===== src/rtl/presence_pkg.sv =====
package presence_pkg;

  // Contact wiring of a slot's presence switch.
  typedef enum logic {
    POL_NORM_OPEN   = 1'b0,
    POL_NORM_CLOSED = 1'b1
  } contact_pol_e;

endpackage


===== src/rtl/presence_sync.sv =====
module presence_sync #(
  parameter int STAGES = 2
) (
  input  logic clk,
  input  logic rst,
  input  logic d_i,
  output logic q_o
);

  logic [STAGES-1:0] chain_q;

  generate
    if (STAGES == 1) begin : g_single
      always_ff @(posedge clk) begin
        if (rst) chain_q <= '0;
        else     chain_q <= d_i;
      end
    end else begin : g_multi
      always_ff @(posedge clk) begin
        if (rst) chain_q <= '0;
        else     chain_q <= {chain_q[STAGES-2:0], d_i};
      end
    end
  endgenerate

  assign q_o = chain_q[STAGES-1];

endmodule


===== src/rtl/presence_debounce.sv =====
module presence_debounce
  import presence_pkg::*;
#(
  parameter int SETTLE_TICKS = 50
) (
  input  logic         clk,
  input  logic         rst,
  input  logic         tick_i,
  input  logic         lvl_i,
  input  contact_pol_e pol_i,
  output logic         present_o,
  output logic         change_o
);

  localparam int CNT_W = (SETTLE_TICKS > 1) ? $clog2(SETTLE_TICKS) : 1;
  localparam logic [CNT_W-1:0] LAST = CNT_W'(SETTLE_TICKS - 1);

  logic             cand_q, cand_d;
  logic             filt_q, filt_d;
  logic [CNT_W-1:0] cnt_q, cnt_d;
  contact_pol_e     pol_q;
  logic             present_q;
  logic             upd;

  always_comb begin
    cand_d = cand_q;
    filt_d = filt_q;
    cnt_d  = cnt_q;
    upd    = 1'b0;
    if (lvl_i != cand_q) begin
      cand_d = lvl_i;
      cnt_d  = '0;
    end else if (pol_i != pol_q) begin
      cnt_d = '0;
    end else if (tick_i && (cand_q != filt_q)) begin
      if (cnt_q == LAST) begin
        filt_d = cand_q;
        cnt_d  = '0;
        upd    = 1'b1;
      end else begin
        cnt_d = cnt_q + 1'b1;
      end
    end
  end

  always_ff @(posedge clk) begin
    if (rst) begin
      cand_q    <= 1'b0;
      filt_q    <= 1'b0;
      cnt_q     <= '0;
      pol_q     <= POL_NORM_OPEN;
      present_q <= 1'b0;
    end else begin
      cand_q    <= cand_d;
      filt_q    <= filt_d;
      cnt_q     <= cnt_d;
      pol_q     <= pol_i;
      present_q <= filt_d ^ pol_i;
    end
  end

  assign present_o = present_q;
  assign change_o  = upd;

  assert_cnt_bound_R3: assert property (@(posedge clk) disable iff (rst)
    cnt_q <= LAST);

  assert_restart_on_change_R4: assert property (@(posedge clk) disable iff (rst)
    (lvl_i != cand_q) |=> (cnt_q == '0));

  assert_update_needs_tick_R5: assert property (@(posedge clk) disable iff (rst)
    !$stable(filt_q) |-> $past(tick_i));

  assert_pol_no_update_R9: assert property (@(posedge clk) disable iff (rst)
    (pol_i != pol_q) |=> $stable(filt_q));

endmodule


===== src/rtl/presence_irq_flag.sv =====
module presence_irq_flag (
  input  logic clk,
  input  logic rst,
  input  logic set_i,
  input  logic ack_i,
  output logic flag_o
);

  logic flag_q;

  always_ff @(posedge clk) begin
    if (rst)        flag_q <= 1'b0;
    else if (set_i) flag_q <= 1'b1;
    else if (ack_i) flag_q <= 1'b0;
  end

  assign flag_o = flag_q;

  assert_set_wins_R8: assert property (@(posedge clk) disable iff (rst)
    set_i |=> flag_q);

  assert_hold_R7: assert property (@(posedge clk) disable iff (rst)
    (flag_q && !ack_i && !set_i) |=> flag_q);

  assert_clear_R7: assert property (@(posedge clk) disable iff (rst)
    (ack_i && !set_i) |=> !flag_q);

endmodule


===== src/rtl/slot_presence_filter.sv =====
module slot_presence_filter
  import presence_pkg::*;
#(
  parameter int NUM_SLOTS    = 2,
  parameter int SETTLE_TICKS = 50,
  parameter int SYNC_STAGES  = 2
) (
  input  logic                 clk,
  input  logic                 rst,
  input  logic                 tick_i,
  input  logic [NUM_SLOTS-1:0] raw_i,
  input  logic [NUM_SLOTS-1:0] pol_i,
  input  logic [NUM_SLOTS-1:0] ack_i,
  output logic [NUM_SLOTS-1:0] present_o,
  output logic [NUM_SLOTS-1:0] irq_slot_o,
  output logic                 irq_o
);

  logic [NUM_SLOTS-1:0] lvl_sync;
  logic [NUM_SLOTS-1:0] change;
  logic [NUM_SLOTS-1:0] flags;
  logic                 irq_q;

  generate
    for (genvar s = 0; s < NUM_SLOTS; s++) begin : g_slot
      presence_sync #(
        .STAGES(SYNC_STAGES)
      ) u_sync (
        .clk (clk),
        .rst (rst),
        .d_i (raw_i[s]),
        .q_o (lvl_sync[s])
      );

      presence_debounce #(
        .SETTLE_TICKS(SETTLE_TICKS)
      ) u_deb (
        .clk       (clk),
        .rst       (rst),
        .tick_i    (tick_i),
        .lvl_i     (lvl_sync[s]),
        .pol_i     (contact_pol_e'(pol_i[s])),
        .present_o (present_o[s]),
        .change_o  (change[s])
      );

      presence_irq_flag u_flag (
        .clk    (clk),
        .rst    (rst),
        .set_i  (change[s]),
        .ack_i  (ack_i[s]),
        .flag_o (flags[s])
      );
    end
  endgenerate

  always_ff @(posedge clk) begin
    if (rst) irq_q <= 1'b0;
    else     irq_q <= |flags;
  end

  assign irq_slot_o = flags;
  assign irq_o      = irq_q;

  assert_irq_or_R10: assert property (@(posedge clk) disable iff (rst)
    1'b1 |=> (irq_o == $past(|flags)));

endmodule


===== config.mk =====
export PLATFORM = sky130hd
export DESIGN_NAME = slot_presence_filter
export DESIGN_NICKNAME = d
export VERILOG_FILES = /design/src/rtl/presence_pkg.sv /design/src/rtl/presence_sync.sv /design/src/rtl/presence_debounce.sv /design/src/rtl/presence_irq_flag.sv /design/src/rtl/slot_presence_filter.sv
export SDC_FILE = /design/constraint.sdc
export NUM_CORES = 1
export LEC_CHECK = 0
export ABC_AREA = 1
export ABC_CLOCK_PERIOD_IN_PS = 1900
export BUFFER_PORTS_ARGS = -buffer_cell sky130_fd_sc_hd__buf_2
export CAP_MARGIN = 20
export CELL_PAD_IN_SITES_DETAIL_PLACEMENT = 2
export CELL_PAD_IN_SITES_GLOBAL_PLACEMENT = 2
export CORE_ASPECT_RATIO = 1.25
export CORE_UTILIZATION = 33
export DETAILED_ROUTE_END_ITERATION = 8
export PLACE_DENSITY_LB_ADDON = 0.1
export SETUP_SLACK_MARGIN = 0.15
export SKIP_LAST_GASP = 1
export SYNTH_ARGS = -nofsm -noshare
export SYNTH_HDL_FRONTEND = slang
export SYNTH_SLANG_ARGS = --single-unit

===== constraint.sdc =====
create_clock -name clk -period 1.9 [get_ports clk]
set_input_delay 0.285 -clock clk [delete_from_list [all_inputs] [get_ports clk]]
set_output_delay 0.285 -clock clk [all_outputs]
set_load 0.02 [all_outputs]

==> metrics.txt <==
status finished clean; Layout area overhead 10.7%; via count 1124; final setup fails 0; Distinct cells, synth 28; CTS Buf Count 3; sequential area share after synthesis 40.1%; CP bufs+invs 1; Mapped Area 1350 sq um; cell family with most CP delay simple AND/OR/NAND/NOR gates; Setup Skew 0.00169 ns; crit path cell chain ha_1 -> inv_1 -> nor2_1 -> nand2_1 -> nor2_8 -> nand2_2 -> nand2_1 -> nand2_1 -> nor2_1 -> nor2_1; WL per Instance 11.4 um; Port Buf Inserts 13; via count of the first global-routing pass 1190; Max-Slew Margin vs Limit 81.2%; switch share 24.2%; #FFs+latches synth 27; HP Class primary input to flop; VDD IR-drop max 316 uV; total global routing overflow 0; Req. time, crit path 2.08 ns; Switch Pwr 0.240 mW; Inserted Diodes 0; ANT nets after route 0; final wirelength 2.83 mm; Clk Tree Root Cell clkbuf_8; RSZ-0062 raised after global routing false; core area 3850 sq um; cts repair resizes 0; commonest non-fill, non-tap cell in the layout nand2_1; Synthesis Warnings 0; syn nets 195; TNS Setup 0 ns; Worst setup SP type flop; Slowest Stage Delay on Critical Path 0.42 ns; CTS max path bufs 2; Worst Max-Slew Pin Slew 0.280 ns; leakage power total 0.613 nW; most frequent cells in the layout nand2_1 (41), nor2_1 (29), dfxtp_1 (27); largest net degree at the start of global routing 16; io pins 14; H-tree depth 1; final-report hold violation count 0; CP max-delay cell dfxtp_1; post-route DRC violation count 0; final hold slack 0.206 ns; final net count 208; Mapped Cells 182; CTS tree done; Mean Syn Cell Area 7.41 sq um; Die W 59.2 um; hold buffer count at CTS 0; clock group share of total power 34.2%; Reg area 541 sq um; max cap viols 0; Worst Path Arrival 1.70 ns; CP Capture Type flop; clk sink count 27; Die Span Y 73.5 um; combinational share of power 7.2%; die outline area 4350 sq um; crit-path max FO 5; period utilization 80.2%; total setup buffers inserted after CTS 0; Power Density 663 nW/um^2; fmax 656 MHz; Multi-input gate area 666 sq um; Power Internal 0.750 mW; share of cells above drive strength 1 20.6%; Seq pwr share 58.6%; clk slew on worst S/H paths 0.09 ns; Worst-Skew Late Latency 0.28 ns; initial antenna violation count 0; RD Place Congestion 0.718; global-route wire length before repair 5.03 mm; Initial DRC Count 32; All-Layer GR Usage 15.3%; initial core utilization 35.1%; Via-to-Cell Ratio 4.53; FILL cells 470; minimum clock period 1.52 ns; count of pins over their slew limit 0; Worst Setup Path Type flop to flop; DRT Pass-1 Iters 2; DP HPWL 2.31 mm; row count 25
## Yosys cell counts
| cell | n | area share, % |
|---|---|---|
| o21ai_1 | 1 | 0.37 |
| nor2_8 | 1 | 1.5 |
| nand2_1 | 41 | 11 |
| inv_2 | 3 | 0.83 |
| nor3b_1 | 1 | 0.56 |
| a21oi_1 | 5 | 1.9 |
| clkbuf_1 | 1 | 0.28 |
| o21ai_0 | 2 | 0.74 |
| nand2_2 | 6 | 2.8 |
| o21bai_1 | 1 | 0.56 |
| nand3_4 | 2 | 2.6 |
| nor3_1 | 1 | 0.37 |
| or2_1 | 1 | 0.46 |
| nor2_4 | 4 | 3.3 |
| nor2_2 | 2 | 0.93 |
| a21boi_0 | 1 | 0.56 |
| nand3_1 | 11 | 4.1 |
| inv_1 | 26 | 7.2 |
| ha_1 | 4 | 3.7 |
| nor3_2 | 3 | 2.2 |
| a22oi_1 | 1 | 0.56 |
| a21oi_2 | 1 | 0.65 |
| nor2_1 | 29 | 8.1 |
| nor3b_2 | 1 | 0.93 |
| or2_0 | 1 | 0.46 |
| dfxtp_1 | 27 | 40 |
| buf_4 | 4 | 2.2 |
| o21ai_2 | 1 | 0.65 |
## flip-flops by register name, indices dropped and copies added, names as in the netlist
register	flops
g_slot.u_deb.cand_q	2
g_slot.u_deb.cnt_q	12
g_slot.u_deb.filt_q	2
g_slot.u_deb.pol_q	2
g_slot.u_deb.present_o	2
g_slot.u_flag.flag_o	2
g_slot.u_sync.chain_q	4
irq_o	1
## kinds of logic after synthesis
group,Yosys count,synth area share [%]
compound gates,13,5.94
fa+ha+maj,4,3.71
buf+inv,34,10.6
flops,27,40.1
simple gates,104,39.7
## power groups by stage
| stage | clock network [mW] | logic [mW] | registers [mW] |
|---|---|---|---|
| after CTS | 0.353 | 0.0737 | 0.581 |
| after detailed placement | 0 | 0.0735 | 0.594 |
| after global routing | 0.375 | 0.0815 | 0.582 |
| after global placement | 0 | 0.0702 | 0.593 |
| final | 0.338 | 0.0713 | 0.580 |
| after floorplan | 0 | 0.0519 | 0.592 |
## metal layers
layer / vias up / global-route usage (%) / part of all wire (%)
met5: - / 0 / 0
li1: 572 / - / -
met1: 533 / 17.2 / 42
met3: 5 / 2.11 / 2.4
met4: 0 / 7.94 / 2.2
met2: 14 / 27.6 / 53
## worst reg2reg max path, delay by kind of cell, from the launching register on
kind	cells	cell delay, ns
simple gates	8	0.77
flops	1	0.42
fa+ha+maj	1	0.18
buf+inv	1	0.04
## cell type report
class,count,area share (%)
tap,54,4.53
timing repair buffer,13,4.36
clock buffer,4,3.02
sequential,27,36.2
multi-input combinational,121,44.6
inverter,29,7.29
## path summary, 6_finish.rpt
check | startpoint | endpoint | cells after the start | slack [ns]
setup / recovery | g_slot[1].u_deb.cnt_q[0] | g_slot[1].u_deb.present_o | 10 | 0.38
hold reg to reg | g_slot[1].u_sync.chain_q[0] | g_slot[1].u_sync.chain_q[1] | 2 | 0.41
setup reg to reg | g_slot[1].u_deb.cnt_q[0] | g_slot[1].u_deb.present_o | 10 | 0.38
hold / removal | raw_i[1] | g_slot[1].u_sync.chain_q[0] | 3 | 0.21
## stage by stage
step                power, mW  util (%)  instances  setup slack [ns]  instance area (sq um)
global route             1.04      38.8        248             0.189                   1490
CTS                      1.01      38.8        248             0.347                   1490
finish                  0.990      38.8        248             0.376                   1490
floorplan               0.644         -        182             0.586                   1350
global placement        0.664      37.6        244             0.449                   1450
detailed placement      0.667      37.6        244             0.370                   1450
Power figures use the tool's default switching activity.
